### src/rtl/arb_pkg.sv
package arb_pkg;
  typedef enum logic {
    KIND_UPD = 1'b0,
    KIND_RBK = 1'b1
  } req_kind_e;
endpackage

### src/rtl/arb_rst_sync.sv
module arb_rst_sync (
  input  logic clk,
  input  logic rst_n_in,
  output logic rst_n_out
);
  logic [1:0] sync_q;

  always_ff @(posedge clk or negedge rst_n_in) begin
    if (!rst_n_in) sync_q <= 2'b00;
    else           sync_q <= {sync_q[0], 1'b1};
  end

  assign rst_n_out = sync_q[1];
endmodule

### src/rtl/arb_holdoff.sv
module arb_holdoff #(
  parameter int HOLD_CLKS = 10
) (
  input  logic clk,
  input  logic rst_n,
  input  logic load,
  output logic busy
);
  localparam int HOLD_W = (HOLD_CLKS < 1) ? 1 : $clog2(HOLD_CLKS + 1);

  generate
    if (HOLD_CLKS == 0) begin : g_nohold
      logic unused_inputs;
      assign unused_inputs = ^{clk, rst_n, load};
      assign busy = 1'b0;
    end else begin : g_hold
      logic [HOLD_W-1:0] cnt_q, cnt_d;
      logic              cnt_en;

      always_comb begin
        cnt_en = 1'b0;
        cnt_d  = cnt_q;
        if (load) begin
          cnt_en = 1'b1;
          cnt_d  = HOLD_W'(HOLD_CLKS);
        end else if (cnt_q != '0) begin
          cnt_en = 1'b1;
          cnt_d  = cnt_q - 1'b1;
        end
      end

      always_ff @(posedge clk or negedge rst_n) begin
        if (!rst_n)      cnt_q <= '0;
        else if (cnt_en) cnt_q <= cnt_d;
      end

      assign busy = (cnt_q != '0);
    end
  endgenerate
endmodule

### src/rtl/arb_select.sv
module arb_select #(
  parameter int ADDR_W = 22,
  parameter int DATA_W = 64
) (
  input  logic              slot_free,
  input  logic              hold_busy,
  input  logic              rbk_valid,
  input  logic [ADDR_W-1:0] rbk_addr,
  input  logic              upd_valid,
  input  logic [ADDR_W-1:0] upd_addr,
  input  logic [DATA_W-1:0] upd_data,
  output logic              rbk_ready,
  output logic              upd_ready,
  output logic              rbk_fire,
  output logic              pick_valid,
  output arb_pkg::req_kind_e pick_kind,
  output logic [ADDR_W-1:0] pick_addr,
  output logic [DATA_W-1:0] pick_data
);
  import arb_pkg::*;

  logic rbk_claim;

  always_comb begin
    rbk_claim = rbk_valid && !hold_busy;
    rbk_ready = slot_free && !hold_busy;
    upd_ready = slot_free && !rbk_claim;
    rbk_fire  = rbk_valid && rbk_ready;

    pick_valid = 1'b0;
    pick_kind  = KIND_UPD;
    pick_addr  = upd_addr;
    pick_data  = upd_data;
    if (rbk_fire) begin
      pick_valid = 1'b1;
      pick_kind  = KIND_RBK;
      pick_addr  = rbk_addr;
      pick_data  = '0;
    end else if (upd_valid && upd_ready) begin
      pick_valid = 1'b1;
    end
  end
endmodule

### src/rtl/arb_outreg.sv
module arb_outreg #(
  parameter int ADDR_W = 22,
  parameter int DATA_W = 64
) (
  input  logic               clk,
  input  logic               rst_n,
  input  logic               pick_valid,
  input  arb_pkg::req_kind_e pick_kind,
  input  logic [ADDR_W-1:0]  pick_addr,
  input  logic [DATA_W-1:0]  pick_data,
  output logic               slot_free,
  output logic               out_valid,
  input  logic               out_ready,
  output logic               out_kind,
  output logic [ADDR_W-1:0]  out_addr,
  output logic [DATA_W-1:0]  out_data
);
  import arb_pkg::*;

  logic              vld_q, vld_d;
  req_kind_e         kind_q;
  logic [ADDR_W-1:0] addr_q;
  logic [DATA_W-1:0] data_q;
  logic              fld_en;

  always_comb begin
    slot_free = !vld_q || out_ready;
    vld_d     = slot_free ? pick_valid : vld_q;
    fld_en    = slot_free && pick_valid;
  end

  always_ff @(posedge clk or negedge rst_n) begin
    if (!rst_n) vld_q <= 1'b0;
    else        vld_q <= vld_d;
  end

  always_ff @(posedge clk or negedge rst_n) begin
    if (!rst_n) begin
      kind_q <= KIND_UPD;
      addr_q <= '0;
      data_q <= '0;
    end else if (fld_en) begin
      kind_q <= pick_kind;
      addr_q <= pick_addr;
      data_q <= pick_data;
    end
  end

  assign out_valid = vld_q;
  assign out_kind  = (kind_q == KIND_RBK);
  assign out_addr  = addr_q;
  assign out_data  = data_q;
endmodule

### src/rtl/rbk_upd_arb.sv
module rbk_upd_arb #(
  parameter int ADDR_W    = 22,
  parameter int DATA_W    = 64,
  parameter int HOLD_CLKS = 10
) (
  input  logic              clk,
  input  logic              rst_n,
  input  logic              rbk_valid,
  output logic              rbk_ready,
  input  logic [ADDR_W-1:0] rbk_addr,
  input  logic              upd_valid,
  output logic              upd_ready,
  input  logic [ADDR_W-1:0] upd_addr,
  input  logic [DATA_W-1:0] upd_data,
  output logic              out_valid,
  input  logic              out_ready,
  output logic              out_kind,
  output logic [ADDR_W-1:0] out_addr,
  output logic [DATA_W-1:0] out_data
);
  import arb_pkg::*;

  logic              srst_n;
  logic              slot_free;
  logic              hold_busy;
  logic              rbk_fire;
  logic              pick_valid;
  req_kind_e         pick_kind;
  logic [ADDR_W-1:0] pick_addr;
  logic [DATA_W-1:0] pick_data;

  arb_rst_sync u_rst (
    .clk      (clk),
    .rst_n_in (rst_n),
    .rst_n_out(srst_n)
  );

  arb_holdoff #(.HOLD_CLKS(HOLD_CLKS)) u_hold (
    .clk  (clk),
    .rst_n(srst_n),
    .load (rbk_fire),
    .busy (hold_busy)
  );

  arb_select #(.ADDR_W(ADDR_W), .DATA_W(DATA_W)) u_sel (
    .slot_free (slot_free),
    .hold_busy (hold_busy),
    .rbk_valid (rbk_valid),
    .rbk_addr  (rbk_addr),
    .upd_valid (upd_valid),
    .upd_addr  (upd_addr),
    .upd_data  (upd_data),
    .rbk_ready (rbk_ready),
    .upd_ready (upd_ready),
    .rbk_fire  (rbk_fire),
    .pick_valid(pick_valid),
    .pick_kind (pick_kind),
    .pick_addr (pick_addr),
    .pick_data (pick_data)
  );

  arb_outreg #(.ADDR_W(ADDR_W), .DATA_W(DATA_W)) u_out (
    .clk       (clk),
    .rst_n     (srst_n),
    .pick_valid(pick_valid),
    .pick_kind (pick_kind),
    .pick_addr (pick_addr),
    .pick_data (pick_data),
    .slot_free (slot_free),
    .out_valid (out_valid),
    .out_ready (out_ready),
    .out_kind  (out_kind),
    .out_addr  (out_addr),
    .out_data  (out_data)
  );
endmodule

### config.mk
export PLATFORM = sky130hd
export DESIGN_NAME = rbk_upd_arb
export DESIGN_NICKNAME = d
export VERILOG_FILES = /design/src/rtl/arb_pkg.sv /design/src/rtl/arb_rst_sync.sv /design/src/rtl/arb_holdoff.sv /design/src/rtl/arb_select.sv /design/src/rtl/arb_outreg.sv /design/src/rtl/rbk_upd_arb.sv
export SDC_FILE = /design/constraint.sdc
export NUM_CORES = 1
export LEC_CHECK = 0
export ABC_CLOCK_PERIOD_IN_PS = 3500
export BUFFER_PORTS_ARGS = -buffer_cell sky130_fd_sc_hd__buf_2
export CORE_MARGIN = 8
export CORE_UTILIZATION = 47
export CTS_BUF_LIST = sky130_fd_sc_hd__clkbuf_16
export CTS_CLUSTER_DIAMETER = 50
export DETAILED_ROUTE_END_ITERATION = 8
export MAX_ROUTING_LAYER = met4
export PLACE_DENSITY_LB_ADDON = 0.2
export SYNTH_ARGS = -nofsm -noshare
export SYNTH_HDL_FRONTEND = slang
export SYNTH_HIERARCHICAL = 1
export SYNTH_SLANG_ARGS = --single-unit
### constraint.sdc
create_clock -name clk -period 3.5 [get_ports clk]
set_clock_uncertainty 0.2 [all_clocks]
set_input_delay 0.35 -clock clk [delete_from_list [all_inputs] [get_ports clk]]
set_output_delay 0.35 -clock clk [all_outputs]
set_load 0.005 [all_outputs]
# Yosys cells after proc, flatten, opt, wreduce, memory -nomap -nowiden
# Cells that the tools add are included.
[word_totals]
reg_bits = 94
in_bits = 113
wordCells = 29
[op_classes]
addsub = 1
mux = 9
reduce_logical = 13
[ops]
columns = ["cell", "count"]
rows = [
  ["64-bit 2-to-1 mux", 1],
  ["22-bit 2-to-1 mux", 1],
  ["4-bit 2-to-1 mux", 2],
  ["1-bit logical AND", 6],
  ["1-bit 2-to-1 mux", 5],
  ["4-bit nonzero test", 1],
  ["4-bit by 1-bit subtractor with 4-bit output, second input constant", 1],
  ["1-bit logical NOT", 3],
  ["2-bit AND reduction", 1],
  ["2-bit nonzero test", 1],
  ["1-bit logical OR", 1],
]

# Logic depth before layout (Yosys ltp)
[depth]
word_depth = 9
mapped_depth = 10
ltp_nobuf = 8

# By module
# Netlist, hierarchy kept.
[modules_own_cells]
columns = ["module", "instances", "cells_each", "area_per_inst_um2", "seq_area_each_um2"]
rows = [
  ["arb_outreg", 1, 187, 3395.8, 2202.1],
  ["arb_select", 1, 102, 867.1, 0.0],
  ["arb_holdoff", 1, 23, 230.2, 100.1],
  ["arb_rst_sync", 1, 3, 53.8, 50.0],
]

# Least setup slack after synthesis
# No wires, ideal clock.
[synth_path]
kind = "reg2reg"
start = "register u_hold.g_hold.cnt_q[0]"
end = "register u_out.data_q[30], in the netlist u_out/out_data[30]"
t_arrival_ns = 1.933
required_time_ns = 3.175
path_slack_ns = 1.242
path_stages_with_launch = 11
path_buffers = 2
path_cell_list = "dfrtp_1 -> inv_1 -> ha_1 -> nor3b_2 -> inv_1 -> nor2b_1 -> o21a_1 -> nand2_4 -> buf_6 -> buf_6 -> mux2_4"
[synth_via]
elab_chain_cells = 9
elab_cells_between_ends = 12
[synth_lines]
columns = ["item", "line", "rtl"]
rows = [
  ["start, declared", "arb_holdoff.sv:17", "logic [HOLD_W-1:0] cnt_q, cnt_d;"],
  ["start signal, assigned", "arb_holdoff.sv:34", "else if (cnt_en) cnt_q <= cnt_d;"],
  ["4-bit nonzero test (*)", "arb_holdoff.sv:37", "assign busy = (cnt_q != '0);"],
  ["via hold_busy", "rbk_upd_arb.sv:25", "logic hold_busy;"],
  ["1-bit logical NOT (*)", "arb_select.sv:25, arb_select.sv:26", ""],
  ["1-bit logical AND", "arb_select.sv:25", "rbk_claim = rbk_valid && !hold_busy;"],
  ["1-bit logical NOT", "arb_select.sv:27", "upd_ready = slot_free && !rbk_claim;"],
  ["1-bit logical AND", "arb_select.sv:27", ""],
  ["1-bit logical AND", "arb_select.sv:39", "end else if (upd_valid && upd_ready) begin"],
  ["1-bit 2-to-1 mux", "arb_select.sv:39", ""],
  ["1-bit 2-to-1 mux (*)", "arb_select.sv:34", "if (rbk_fire) begin"],
  ["via pick_valid", "rbk_upd_arb.sv:27", "logic pick_valid;"],
  ["1-bit logical AND (*)", "arb_outreg.sv:29", "fld_en = slot_free && pick_valid;"],
  ["end signal, assigned", "arb_outreg.sv:45", "data_q <= pick_data;"],
  ["end, declared", "arb_outreg.sv:23", "logic [DATA_W-1:0] data_q;"],
]
# The timed path passes the listed nets; every way through them passes the cells marked *.
# A chain may end at the register's enable or synchronous reset.

# Worst setup path after layout
[layout_path]
start = "register u_hold.g_hold.cnt_q[0]"
end = "register u_out.addr_q[10], in the netlist u_out/out_addr[10]"
[layout_via]
elab_chain_cells = 9
elab_cells_between_ends = 12
[layout_lines]
columns = ["item", "line", "rtl"]
rows = [
  ["4-bit nonzero test (*)", "arb_holdoff.sv:37", ""],
  ["via hold_busy", "rbk_upd_arb.sv:25", ""],
  ["1-bit logical NOT (*)", "arb_select.sv:25, arb_select.sv:26", ""],
  ["1-bit logical AND", "arb_select.sv:25", ""],
  ["1-bit logical NOT", "arb_select.sv:27", ""],
  ["1-bit logical AND", "arb_select.sv:27", ""],
  ["1-bit logical AND", "arb_select.sv:39", ""],
  ["1-bit 2-to-1 mux", "arb_select.sv:39", ""],
  ["1-bit 2-to-1 mux (*)", "arb_select.sv:34", ""],
  ["via pick_valid", "rbk_upd_arb.sv:27", ""],
  ["1-bit logical AND (*)", "arb_outreg.sv:29", ""],
  ["end signal, assigned", "arb_outreg.sv:44", "addr_q <= pick_addr;"],
  ["end, declared", "arb_outreg.sv:22", "logic [ADDR_W-1:0] addr_q;"],
]
# Marks and branches as above.

==> flow_metrics.tcl <==
set metrics [dict create \
    postLayoutCellArea_mm2 0.005962 \
    viasPerCell 4.718 \
    htreeDepth 3 \
    hold_violations 0 \
    synth_cell_types 25 \
    fin_nets 633 \
    powerDensity_mw_per_mm2 706.2 \
    syn-num-nets 430 \
    die_h_um 114.4 \
    cts.path.max_buffers 2 \
    syn-mean-instance-area_um2 14.43 \
    multiInputGateArea_mm2 0.002023 \
    grt_pass1_wl_um 16770 \
    cts_buffers 9 \
    root_buffer "clkbuf_16" \
    dpl.hpwl_um 8088 \
    drc 0 \
    tightest_slew_ns 0.7920 \
    synth_area_mm2 0.004547 \
    wl_per_cell_um 16.42 \
    critPathKind "reg2reg" \
    slew_headroom_pct 47.20 \
    clk_latency_ns 0.33 \
    fin_tns_setup_ns 0 \
    hp-class "in2async" \
    dr_total_vias 3095 \
    setup_viol 0 \
    diodes 0 \
    first_global_vias 3346 \
    ant_nets 0 \
    dpl_cell_area_mm2 0.005644 \
    clk_pin_slew_ns 0.07 \
    r2r-end "u_out/out_addr[10]" \
    yosysSeqAreaShare_pct 51.73 \
    dr.pass1.iters 4 \
    die_area_mm2 0.01308 \
    r2r-start "u_hold/g_hold.cnt_q[0]" \
    antenna_found_initial 0 \
    fin_crit_sh_pct 83.27 \
    die_width_um 114.4 \
    synth-seq-cells 94 \
    start_util_pct 47.39 \
    maxCapViolCount 0 \
    core_area_mm2 0.009594 \
    wl_um 10770 \
    grt_max_degree 64 \
    drive_gt1_share_pct 64.44 \
    register_area_mm2 0.002356 \
    ir_worst_vdd_uv 325.0 \
    io_pins 203 \
    rrSetupSlack_ns 0.59 \
    cp.arrival_ns 2.92 \
    cts_sinks 94 \
    crit_path_end_kind "register" \
    fillers 803 \
    required_ns 3.51 \
    crit_fanout 31 \
    yosys_warnings 6 \
    leakagePower_uw 0.003087 \
    numPortBuffers 202 \
    critPathLaunchType "register" \
    gp_congestion 0.7487 \
    whs_ns 0.1225 \
    rows 36 \
    finalMaxSlewViolations 0 \
    cts_tree "built" \
    fmax_mhz 343.1 \
    synthesis.instances 315 \
    worst_r2r_path_depth 10 \
    overflow 0 \
    area_growth_syn_to_layout_pct 31.12 \
    fin_crit_ns 2.915 \
    rsz0062_at_grt "no" \
    grt_use_total_pct 16.63 \
    drt_iter0_markers 130 \
    outcome "completed" \
]
## worst max path at each step
stage	start	to	slack, ns	cells after the start
2_1_floorplan	u_rst/sync_q[1]	u_hold/g_hold.cnt_q[0]	0.49	0
3_3_place_gp	u_hold/g_hold.cnt_q[0]	u_out/out_addr[6]	0.75	10
3_5_place_dp	u_hold/g_hold.cnt_q[0]	u_out/out_addr[10]	0.63	10
4_1_cts	u_hold/g_hold.cnt_q[0]	u_out/out_addr[10]	0.58	10
5_1_grt	u_hold/g_hold.cnt_q[0]	u_out/out_addr[10]	0.42	10
6_report	u_hold/g_hold.cnt_q[0]	u_out/out_addr[10]	0.59	10
## flip-flops by register name, summed over array words and instances, names as in the netlist
register / cells
u_out/out_valid: 1
u_rst/sync_q: 2
u_out/out_data: 64
u_hold/g_hold.cnt_q: 4
u_out/out_addr: 22
u_out/out_kind: 1
## synth_stat cells
cell type / number / share of area, %
mux2_4: 52 / 17
nor3b_1: 1 / 0.17
dfrtp_1: 94 / 52
a211o_1: 1 / 0.19
conb_1: 1 / 0.082
or3_4: 1 / 0.25
ha_1: 2 / 0.55
inv_1: 4 / 0.33
nor2_1: 3 / 0.25
o21a_1: 1 / 0.17
buf_6: 10 / 2.5
clkbuf_1: 3 / 0.25
nand2b_4: 1 / 0.30
nor3b_2: 1 / 0.28
nand3b_4: 1 / 0.44
buf_2: 5 / 0.55
a21oi_1: 2 / 0.22
nand2_4: 1 / 0.25
mux2_2: 57 / 14
nor3_1: 1 / 0.11
xnor2_1: 1 / 0.19
nand2b_1: 2 / 0.28
nor2b_1: 5 / 0.69
buf_4: 1 / 0.17
and2_1: 64 / 8.8
## per-stage QoR
step,setup WS (ns),instances,power [uW],util (%)
after detailed placement,0.6309,639,3240,58.83
after floorplan,0.4878,315,2595,-
final,0.5855,656,4210,62.14
after CTS,0.5795,656,4261,62.14
after global placement,0.7522,639,3191,58.83
after global routing,0.4243,656,4460,62.14
## area by class of cell
cell class | instances | area share (%)
clock buffer | 9 | 3.778
inverter | 4 | 0.2518
multi-input combinational | 198 | 33.93
sequential | 94 | 39.52
tap | 133 | 2.791
clock inverter | 7 | 1.385
timing repair buffer | 211 | 18.34
## what timing repair did
item,in CTS,in global routing
hold endpoints to repair,2,0
hold buffers,1,0
resized for setup,0,0
buffers inserted,0,0
## routing by layer
metal / vias up / share of wire, % / GRT usage (%)
li1: 1460 / - / -
met1: 1507 / 44 / 20.59
met2: 118 / 49 / 26.85
met3: 10 / 6.6 / 3.850
met4: 0 / 0.94 / 4.437
met5: - / 0 / -
## logic make-up after synthesis
group                      count (synthesis)  synth area share (%)
adders and majority gates                  2                0.5503
buffers and inverters                     23                 3.770
AOI/OAI and AO/OA                          4                0.5780
muxes                                    109                 31.29
and+or+nand+nor                           81                 11.80
xor gates and xnor gates                   1                0.1927
DFF                                       94                 51.73
other                                      1               0.08247
## cell usage in the layout, fill, tap and decap left out, drive strengths merged, types with 2 or more instances in the layout
cell type / netlist / layout
bufinv: 0 / 2
nor2: 3 / 3
dfrtp: 94 / 94
and2: 64 / 64
buf: 16 / 210
nor3b: 2 / 2
inv: 4 / 7
mux2: 109 / 109
nand2b: 3 / 3
ha: 2 / 2
clkbuf: 3 / 9
nor2b: 5 / 5
a21oi: 2 / 2
## critical path: stages, from the launching register on
cell and delay, ns:
dfrtp_1 0.38, inv_1 0.13, ha_1 0.21, nor3b_2 0.30, inv_1 0.12, nor2b_1 0.17, o21a_1 0.19, nand2_4 0.30
buf_4 0.32, buf_4 0.18, mux2_2 0.28
## where the power goes
group / switching, uW / total [uW] / internal (uW)
registers: 236 / 1740 / 1510
logic: 571 / 1460 / 890
clock network: 389 / 1000 / 616
Note: power is estimated with default switching activity, not from simulation.
